## config.mk

```make
export PLATFORM = sky130hd
export DESIGN_NAME = phy_bringup_seq
export DESIGN_NICKNAME = d
export VERILOG_FILES = /design/src/rtl/phy_bringup_pkg.sv /design/src/rtl/phy_seq_timer.sv /design/src/rtl/phy_mdio_wr.sv /design/src/rtl/phy_bringup_seq.sv
export SDC_FILE = /design/constraint.sdc
export NUM_CORES = 1
export LEC_CHECK = 0
export BUFFER_PORTS_ARGS = -buffer_cell sky130_fd_sc_hd__buf_4
export CAP_MARGIN = 20
export CELL_PAD_IN_SITES_DETAIL_PLACEMENT = 2
export CELL_PAD_IN_SITES_GLOBAL_PLACEMENT = 2
export CORE_ASPECT_RATIO = 2
export CORE_MARGIN = 2
export CORE_UTILIZATION = 35
export CTS_BUF_LIST = sky130_fd_sc_hd__clkbuf_16
export CTS_CLUSTER_DIAMETER = 200
export CTS_CLUSTER_SIZE = 10
export DETAILED_ROUTE_END_ITERATION = 8
export PLACE_DENSITY_LB_ADDON = 0.12
export REMOVE_ABC_BUFFERS = 1
export SETUP_SLACK_MARGIN = 0.02
export SLEW_MARGIN = 20
export SYNTH_ARGS = -nofsm -noshare
export SYNTH_HDL_FRONTEND = slang
export SYNTH_HIERARCHICAL = 1
export SYNTH_SLANG_ARGS = --single-unit
export TNS_END_PERCENT = 100
```

## constraint.sdc

```tcl
create_clock -name clk -period 7.2 [get_ports clk]
set_input_delay 0.36 -clock clk [delete_from_list [all_inputs] [get_ports clk]]
set_output_delay 0.36 -clock clk [all_outputs]
set_load 0.05 [all_outputs]
```

## src/rtl/phy_bringup_pkg.sv

```systemverilog
package phy_bringup_pkg;

   localparam int FRAME_W = 64;

   typedef enum logic [2:0] {
      ST_HOLD1  = 3'd0,
      ST_WAIT1  = 3'd1,
      ST_WRITE  = 3'd2,
      ST_WAIT2  = 3'd3,
      ST_HOLD2  = 3'd4,
      ST_SETTLE = 3'd5,
      ST_DONE   = 3'd6
   } seq_state_e;

   // Clause 22 write: preamble, start, opcode, phy, reg, turnaround, data
   function automatic logic [FRAME_W-1:0] c22_write_frame(
      input logic [4:0]  phy,
      input logic [4:0]  regn,
      input logic [15:0] val
   );
      return {32'hFFFF_FFFF, 2'b01, 2'b01, phy, regn, 2'b10, val};
   endfunction

endpackage

```

## src/rtl/phy_seq_timer.sv

```systemverilog
module phy_seq_timer #(
   parameter int CNT_W = 8
) (
   input  logic             clk,
   input  logic             rst_n,
   input  logic             restart,
   input  logic [CNT_W-1:0] len,
   output logic             last
);

   logic [CNT_W-1:0] cnt_q;

   assign last = (cnt_q == (len - CNT_W'(1)));

   always_ff @(posedge clk or negedge rst_n) begin
      if (!rst_n) begin
         cnt_q <= '0;
      end else if (restart) begin
         cnt_q <= '0;
      end else if (!last) begin
         cnt_q <= cnt_q + CNT_W'(1);
      end
   end

   generate
      if (CNT_W < 1) begin : g_bad_width
         $error("phy_seq_timer: CNT_W must be at least 1");
      end
   endgenerate

   // the count never runs past the programmed length
   a_r2_cnt_in_range: assert property (@(posedge clk) disable iff (!rst_n)
      (len != '0) |-> (cnt_q < len) || restart || $changed(len));

endmodule

```

## src/rtl/phy_mdio_wr.sv

```systemverilog
module phy_mdio_wr #(
   parameter int CLK_DIV = 4
) (
   input  logic                                clk,
   input  logic                                rst_n,
   input  logic                                go,
   input  logic [phy_bringup_pkg::FRAME_W-1:0] frame,
   output logic                                mdc,
   output logic                                mdio_o,
   output logic                                mdio_oe,
   output logic                                fin
);
   import phy_bringup_pkg::*;

   localparam int DIV_W = (CLK_DIV > 1) ? $clog2(CLK_DIV) : 1;
   localparam int BIT_W = $clog2(FRAME_W);
   localparam logic [BIT_W-1:0] LAST_BIT = BIT_W'(FRAME_W - 1);

   logic               busy_q;
   logic               mdc_q;
   logic [BIT_W-1:0]   bit_q;
   logic [FRAME_W-1:0] sh_q;
   logic               div_last;

   generate
      if (CLK_DIV < 1) begin : g_bad_div
         $error("phy_mdio_wr: CLK_DIV must be at least 1");
      end
      if (CLK_DIV == 1) begin : g_div_one
         assign div_last = 1'b1;
      end else begin : g_div_cnt
         logic [DIV_W-1:0] div_q;
         always_ff @(posedge clk or negedge rst_n) begin
            if (!rst_n) begin
               div_q <= '0;
            end else if (!busy_q || div_last) begin
               div_q <= '0;
            end else begin
               div_q <= div_q + DIV_W'(1);
            end
         end
         assign div_last = (div_q == DIV_W'(CLK_DIV - 1));
      end
   endgenerate

   always_ff @(posedge clk or negedge rst_n) begin
      if (!rst_n) begin
         busy_q <= 1'b0;
         mdc_q  <= 1'b0;
         bit_q  <= '0;
         sh_q   <= '1;
      end else if (!busy_q) begin
         if (go) begin
            busy_q <= 1'b1;
            mdc_q  <= 1'b0;
            bit_q  <= '0;
            sh_q   <= frame;
         end
      end else if (div_last) begin
         mdc_q <= ~mdc_q;
         if (mdc_q) begin
            if (bit_q == LAST_BIT) begin
               busy_q <= 1'b0;
            end else begin
               sh_q  <= {sh_q[FRAME_W-2:0], 1'b1};
               bit_q <= bit_q + BIT_W'(1);
            end
         end
      end
   end

   assign fin     = busy_q && div_last && mdc_q && (bit_q == LAST_BIT);
   assign mdc     = mdc_q;
   assign mdio_oe = busy_q;
   assign mdio_o  = busy_q ? sh_q[FRAME_W-1] : 1'b1;

   // data moves only together with a falling MDC edge
   a_r5_data_on_mdc_fall: assert property (@(posedge clk) disable iff (!rst_n)
      (mdio_oe && $past(mdio_oe) && !$stable(mdio_o)) |-> $fell(mdc));

   // MDC is parked low whenever the port is idle
   a_r5_mdc_idle_low: assert property (@(posedge clk) disable iff (!rst_n)
      !mdio_oe |-> !mdc);

   // idle data line reads as one
   a_r11_idle_high: assert property (@(posedge clk) disable iff (!rst_n)
      !mdio_oe |-> mdio_o);

endmodule

```

## src/rtl/phy_bringup_seq.sv

```systemverilog
module phy_bringup_seq #(
   parameter int          CLK_DIV   = 4,
   parameter int          HOLD1_CYC = 2_000,
   parameter int          WAIT1_CYC = 25_000_000,
   parameter int          WAIT2_CYC = 100_000_000,
   parameter int          HOLD2_CYC = 5_000_000,
   parameter int          PHY_ADDR  = 0,
   parameter logic [15:0] CTRL_VAL  = 16'h4040
) (
   input  logic clk,
   input  logic rst_n,
   input  logic start,
   output logic phy_rst_n,
   output logic mdc,
   output logic mdio_o,
   output logic mdio_oe,
   output logic done
);
   import phy_bringup_pkg::*;

   localparam int MAX_A   = (HOLD1_CYC > WAIT1_CYC) ? HOLD1_CYC : WAIT1_CYC;
   localparam int MAX_B   = (HOLD2_CYC > WAIT2_CYC) ? HOLD2_CYC : WAIT2_CYC;
   localparam int MAX_LEN = (MAX_A > MAX_B) ? MAX_A : MAX_B;
   localparam int CNT_W   = $clog2(MAX_LEN + 1);
   localparam logic [FRAME_W-1:0] FRAME =
      c22_write_frame(5'(PHY_ADDR), 5'd0, CTRL_VAL);

   generate
      if (HOLD1_CYC < 1 || WAIT1_CYC < 1 || WAIT2_CYC < 1 || HOLD2_CYC < 1)
      begin : g_bad_delay
         $error("phy_bringup_seq: every delay must be at least one cycle");
      end
      if (PHY_ADDR < 0 || PHY_ADDR > 31) begin : g_bad_addr
         $error("phy_bringup_seq: PHY_ADDR must fit in five bits");
      end
   endgenerate

   seq_state_e       state_q, state_d;
   logic [CNT_W-1:0] tlen;
   logic             t_last;
   logic             wr_go;
   logic             wr_fin;
   logic             prst_n_q;
   logic             done_q;

   always_comb begin
      state_d = state_q;
      tlen    = CNT_W'(1);
      unique case (state_q)
         ST_HOLD1: begin
            tlen = CNT_W'(HOLD1_CYC);
            if (t_last) state_d = ST_WAIT1;
         end
         ST_WAIT1: begin
            tlen = CNT_W'(WAIT1_CYC);
            if (t_last) state_d = ST_WRITE;
         end
         ST_WRITE: begin
            if (wr_fin) state_d = ST_WAIT2;
         end
         ST_WAIT2: begin
            tlen = CNT_W'(WAIT2_CYC);
            if (t_last) state_d = ST_HOLD2;
         end
         ST_HOLD2: begin
            tlen = CNT_W'(HOLD2_CYC);
            if (t_last) state_d = ST_SETTLE;
         end
         ST_SETTLE: state_d = ST_DONE;
         ST_DONE: begin
            if (start) state_d = ST_HOLD1;
         end
         default: state_d = ST_HOLD1;
      endcase
   end

   assign wr_go = (state_q == ST_WAIT1) && t_last;

   phy_seq_timer #(.CNT_W(CNT_W)) u_timer (
      .clk     (clk),
      .rst_n   (rst_n),
      .restart (state_d != state_q),
      .len     (tlen),
      .last    (t_last)
   );

   phy_mdio_wr #(.CLK_DIV(CLK_DIV)) u_mdio (
      .clk     (clk),
      .rst_n   (rst_n),
      .go      (wr_go),
      .frame   (FRAME),
      .mdc     (mdc),
      .mdio_o  (mdio_o),
      .mdio_oe (mdio_oe),
      .fin     (wr_fin)
   );

   always_ff @(posedge clk or negedge rst_n) begin
      if (!rst_n) begin
         state_q  <= ST_HOLD1;
         prst_n_q <= 1'b0;
         done_q   <= 1'b0;
      end else begin
         state_q  <= state_d;
         prst_n_q <= !((state_d == ST_HOLD1) || (state_d == ST_HOLD2));
         done_q   <= (state_d == ST_DONE);
      end
   end

   assign phy_rst_n = prst_n_q;
   assign done      = done_q;

   // the management port is driven only while the write phase runs
   a_r11_oe_in_write: assert property (@(posedge clk) disable iff (!rst_n)
      mdio_oe |-> (state_q == ST_WRITE));

   // ready rises only after the reset pin has already been high a cycle
   a_r8_done_after_release: assert property (@(posedge clk) disable iff (!rst_n)
      $rose(done) |-> (phy_rst_n && $past(phy_rst_n)));

   // reset pin low throughout the second hold
   a_r7_hold2_low: assert property (@(posedge clk) disable iff (!rst_n)
      (state_q == ST_HOLD2) |-> !phy_rst_n);

   // a request during a busy phase does not restart the sequence
   a_r10_busy_start_ignored: assert property (@(posedge clk) disable iff (!rst_n)
      (start && state_q != ST_DONE && state_q != ST_HOLD1) |=> (state_q != ST_HOLD1));

endmodule

```

Word level (Yosys, flattened, before mapping)

Index checks and enable logic that the tools add are counted.

Output and inout bits: 5
Latch bits: 0
Word-level logic and storage cells: 73
Memories: 0
Input port bits: 3
Flip-flop bits (word level): 106
ROM bits: 0
Memory bits (writable): 0

$add $sub $neg: 4
Reduce and logical (&&, ||, !) cells: 13
Equal/unequal tests: 16
Divide/modulo/power cells: 0
$lt $le $gt $ge: 0
Multiply operators: 0
Muxes and demuxes: 30
Bitwise operators: 1
Shift operators: 0

Operators with widths:

| operator              | count |
|---|---|
| $mux 64               | 5 |
| $pmux 27 s4           | 1 |
| $mux 27               | 2 |
| $mux 6                | 5 |
| $add 27x1->27 const B | 1 |
| $eq 27x27->1          | 1 |
| $sub 27x1->27 const B | 1 |
| $pmux 3 s7            | 1 |
| $mux 3                | 6 |
| $eq 3x3->1 const B    | 5 |
| $mux 1                | 9 |
| $add 6x1->6 const B   | 1 |
| $eq 3x2->1 const B    | 2 |
| $eq 6x6->1 const B    | 1 |
| $logic_not 3->1       | 2 |
| $ne 2x2->1 const B    | 3 |
| $logic_and 1x1->1     | 4 |
| $reduce_and 4->1      | 1 |
| $eq 3x1->1 const B    | 1 |
| $ne 3x3->1            | 1 |
| $add 2x1->2 const B   | 1 |
| $eq 2x2->1 const B    | 1 |
| $logic_not 1->1       | 2 |
| $logic_or 1x1->1      | 2 |
| 5 further kinds       | 5 |

Depth between registers and ports, before layout

Depth in word-level cells: 9
Mapped depth: 22
Gate-level depth less buffers: 15

Hierarchy

Netlist, hierarchy kept.

By module, submodules not included:

| module          | area an instance (um2) | sequential area each (um2) | cells each | times used |
|---|---|---|---|---|
| phy_mdio_wr     | 3523.4                 | 1931.9                     | 333        | 1 |
| phy_seq_timer   | 2503.7                 | 675.6                      | 311        | 1 |
| phy_bringup_seq | 425.4                  | 125.1                      | 44         | 1 |

Worst setup path after synthesis

OpenSTA, ideal clock, no wires.

Kind: register -> register
Start: register state_q[2]
End: register u_mdio.bit_q[3]
Path slack: 2.033 ns
Path buffers: 6
Period minus slack after synthesis: 5.167 ns
Cell stages (with the launch flop): 20
Arrival: 5.098 ns
Library setup time: 0.069 ns
Data required time: 7.131 ns
Cells stage by stage: dfrtp_1 buf_2 buf_4 nor3_1 or3_1 clkbuf_1 nor3_1 xnor2_1 nand3_1 or4_1 nor4_4 buf_4 buf_6 nand2_1 nor3_1 nand2b_4 o2bb2ai_2 buf_6 or4b_1 nand3_1

Cells in the longest elaborated chain, start to end: 7
Elaborated cells on any way between the ends: 10
Those cells by class: add/sub: 1; eq/ne: 4; mux: 1; reduce/logical: 4

RTL lines:

| item                                     | line                   | text |
|---|---|---|
| start, declared                          | phy_bringup_seq.sv:38  | `seq_state_e state_q, state_d;` |
| start signal, assigned                   | phy_bringup_seq.sv:104 | `state_q <= state_d;` |
| $eq 3x3->1, or another cell as far along | phy_bringup_seq.sv:49  | `unique case (state_q)` |
| $pmux 27 s4 (*)                          | phy_bringup_seq.sv:49  |  |
| net tlen[10]                             | phy_bringup_seq.sv:39  | `logic [CNT_W-1:0] tlen;` |
| $sub 27x1->27 (*)                        | phy_seq_timer.sv:13    | `assign last = (cnt_q == (len - CNT_W'(1)));` |
| $eq 27x27->1 (*)                         | phy_seq_timer.sv:13    |  |
| net t_last                               | phy_bringup_seq.sv:40  | `logic t_last;` |
| $logic_and 1x1->1 (*)                    | phy_bringup_seq.sv:77  | `assign wr_go = (state_q == ST_WAIT1) && t_last;` |
| net wr_go                                | phy_bringup_seq.sv:41  | `logic wr_go;` |
| $reduce_bool 2->1 (no source line) (*)   | n/a                    |  |
| $reduce_and 4->1 (no source line) (*)    | n/a                    |  |
| end signal, assigned                     | phy_mdio_wr.sv:66      | `bit_q <= bit_q + BIT_W'(1);` |
| end, declared                            | phy_mdio_wr.sv:21      | `logic [BIT_W-1:0] bit_q;` |

The timed path passes the listed nets; every way through them passes the cells marked *.
A chain may end at the register's enable or synchronous reset.

Worst setup path after layout

Start: register state_q[0]
End: register u_mdio.sh_q[41]

Cells in the longest elaborated chain, start to end: 7
Elaborated cells on any way between the ends: 10
Those cells by class: add/sub: 1; eq/ne: 4; mux: 1; reduce/logical: 4

RTL lines:

| item                                     | line                  | text |
|---|---|---|
| $eq 3x3->1, or another cell as far along | phy_bringup_seq.sv:49 |  |
| $pmux 27 s4 (*)                          | phy_bringup_seq.sv:49 |  |
| net tlen[0]                              | phy_bringup_seq.sv:39 |  |
| $sub 27x1->27 (*)                        | phy_seq_timer.sv:13   |  |
| $eq 27x27->1 (*)                         | phy_seq_timer.sv:13   |  |
| net t_last                               | phy_bringup_seq.sv:40 |  |
| $logic_and 1x1->1 (*)                    | phy_bringup_seq.sv:77 |  |
| net wr_go                                | phy_bringup_seq.sv:41 |  |
| $reduce_bool 2->1 (no source line) (*)   | n/a                   |  |
| $reduce_and 4->1 (no source line) (*)    | n/a                   |  |
| end signal, assigned                     | phy_mdio_wr.sv:57     | `sh_q <= frame;` |
| end signal, assigned                     | phy_mdio_wr.sv:65     | `sh_q <= {sh_q[FRAME_W-2:0], 1'b1};` |
| end, declared                            | phy_mdio_wr.sv:22     | `logic [FRAME_W-1:0] sh_q;` |

Marks and branches as above.

==> out/qor.yml <==
dieWidth_um: 100
grt_max_degree: 94
grt_pass1_vias: 5986
ios: 8
p_leak_nw: 2.72
grt_pass1_wl_um: 29600
worstSkewPairLatency_ns: 0.35
ctsHoldBuffers: 0
netlist.top_cell.by_area: "dfstp_2"
synth_ff_type: "dfstp_2"
fin_area_mm2: 0.00718
powerDensity_mw_per_mm2: 150
drtAntennaViolNets: 0
areaGrowthSynthToFinish_pct: 11.2
status: "finished clean"
synth.yosys.seq_area_share_pct: 42.4
synthCells: 688
hold_class: "in2async"
drive_gt1_share_pct: 13.7
setup_viol: 0
cp.arrival_ns: 5.90
hpwl_um: 12500
layout_commonest_cell: "conb_1"
rsz0062_at_grt: "false"
drtIter0Drc: 90
routed_wl_um: 17400
place.gp.congestion: 0.816
dr_total_vias: 5316
worst_pin_slew_ns: 1.05
critPathCaptureType: "flop"
htree_levels: 3
period_share_pct: 78.3
core_area_mm2: 0.0182
cts.path.max_buffers: 2
tritoncts: "built"
post_cts_buffers: 0
yosysWarnings: 6
hold_viol_final: 0
post_cts_resized: 0
clk_pin_slew_ns: 0.07
cts_buffers: 9
grt_usage_pct: 18.9
worst-path-max-fanout: 93
die-area_mm2: 0.0196
clock.fmax_ghz: 0.177
drv_cap: 0
dr.pass1.iters: 6
layout.nets: 768
syn_area_per_cell_um2: 9.38
slew_headroom_pct: 29.4
ys_types: 70
finalCriticalPeriod_ns: 5.64
num_rows: 70
viasPerCell: 5.41
diodes: 0
ir_drop_v: 0.000114
antenna_found_initial: 0
fin_util_pct: 39.4
synth-seq-cells: 106
root_buffer: "clkbuf_16"
worstPathRequired_ns: 7.46
synthTopCellsByArea: "dfstp_2 26%, dfrtp_1 16%, mux2i_1 9.9%, o21ai_0 5.5%, nand2_1 5.2%"
drv_slew: 0
fp.dieH_um: 196
syn-cell-area_mm2: 0.00645
synth_edf_count: 0
path_class: "reg2reg"
routedWlPerCell_um: 17.8
portBuffers: 7
initial_utilization_pct: 35.4
final_cell_mix: "94 x conb_1, 90 x nand2_1, 71 x o21ai_0"
synth_top_area_share_pct: 26.1
skew_ns: 0.00934
async_flop_share_pct: 100
grt_overflow: 0
worstSetupStartpointType: "flop"
drc: 0
hold_slack_ns: 0.0799
cts_sinks: 106
placed_area_mm2: 0.00692
## final timing paths
| kind | start | end | slack [ns] | cells after the start |
|---|---|---|---|---|
| max | state_q[0]$_DFF_PN0_ | u_mdio/sh_q[41]$_DFFE_PN1P_ | 1.56 | 15 |
| min | rst_n | u_timer/cnt_q[20]$_DFFE_PN0P_ | 0.08 | 1 |
| max reg2reg | state_q[0]$_DFF_PN0_ | u_mdio/sh_q[41]$_DFFE_PN1P_ | 1.56 | 15 |
| min reg2reg | u_mdio/g_div_cnt.div_q[0]$_DFF_PN0_ | u_mdio/g_div_cnt.div_q[0]$_DFF_PN0_ | 0.44 | 1 |
| max in group asynchronous | rst_n | u_mdio/mdio_oe$_DFF_PN0_ | 5.91 | 2 |
| min in group clk | start | state_q[2]$_DFF_PN0_ | 0.35 | 3 |
## critical path, cell delays in order (launching register included)
cell and delay (ns):
dfrtp_1 0.73, mux2_1 0.50, inv_1 0.10, ha_1 0.25, or4b_1 0.58, nor3_1 0.41, a21boi_1 0.16, a2111o_1 0.38
a221o_1 0.40, nor4_4 0.26, nand2_1 0.12, nor3_1 0.39, nand2b_4 0.11, o2bb2ai_4 0.34, buf_4 0.47, o21ai_0 0.29
## state kept, by name (all words and copies together), names as in the netlist
name	cells
u_timer/cnt_q	27
u_mdio/mdio_oe	1
state_q	3
done	1
u_mdio/mdc	1
u_mdio/bit_q	6
u_mdio/g_div_cnt.div_q	2
phy_rst_n	1
u_mdio/sh_q	64
## power by group
group	internal [mW]	leakage, nW	switching (mW)
Combinational	0.0109	1.37	0.0287
Clock	0.227	0.137	0.216
Sequential	0.597	1.21	0
Total	0.835	2.72	0.245
## cell usage after synthesis (all sizes together), types with 15 or more instances
cell type	n
or3	17
nand3	23
dfstp	64
buf	25
mux2i	64
dfrtp	42
or4	17
inv	15
nand4	16
nor3	24
o21ai	86
nor2	25
a21oi	29
xnor2	19
nand2	90
clkbuf	18
## logic make-up (layout without fill, tap and decap cells)
kind of cell	count (synthesis)	count (layout)	synth area share [%]
xor+xnor	32	32	4.34
mux	66	66	10.3
simple gates	267	267	23.3
flops	106	106	42.4
compound gates	153	153	13.8
fa+ha+maj	4	4	0.776
buf+inv	58	44	5.04
other cells	2	94	0.116
## final cells by class
cell class                      instances  area, um^2
Tap cell                              216         270
Multi-Input combinational cell        616        3760
Inverter                               15        56.3
Sequential cell                       106        2740
Clock inverter                          7        26.3
Clock buffer                            9         225
Timing Repair Buffer                   13        97.6
Fill cell                            2077       11000
## layer usage
metal	vias up	wire length, um	track usage (%)	share of wire (%)
met5	-	0	0	0
met4	0	659	8.17	3.8
met3	29	235	2.24	1.3
met2	44	10100	37.4	58
met1	2700	6470	19.1	37
li1	2543	-	-	-
## per-stage QoR
stage	worst slack (ns)	setup TNS, ns	instances	power (mW)
after floorplan	-0.125	-0.277	737	0.628
after global placement	1.72	0	966	0.645
after detailed placement	1.59	0	966	0.647
after CTS	1.54	0	982	1.10
after global routing	1.11	0	982	1.13
final	1.56	0	982	1.08
Power figures use the tool's default switching activity.
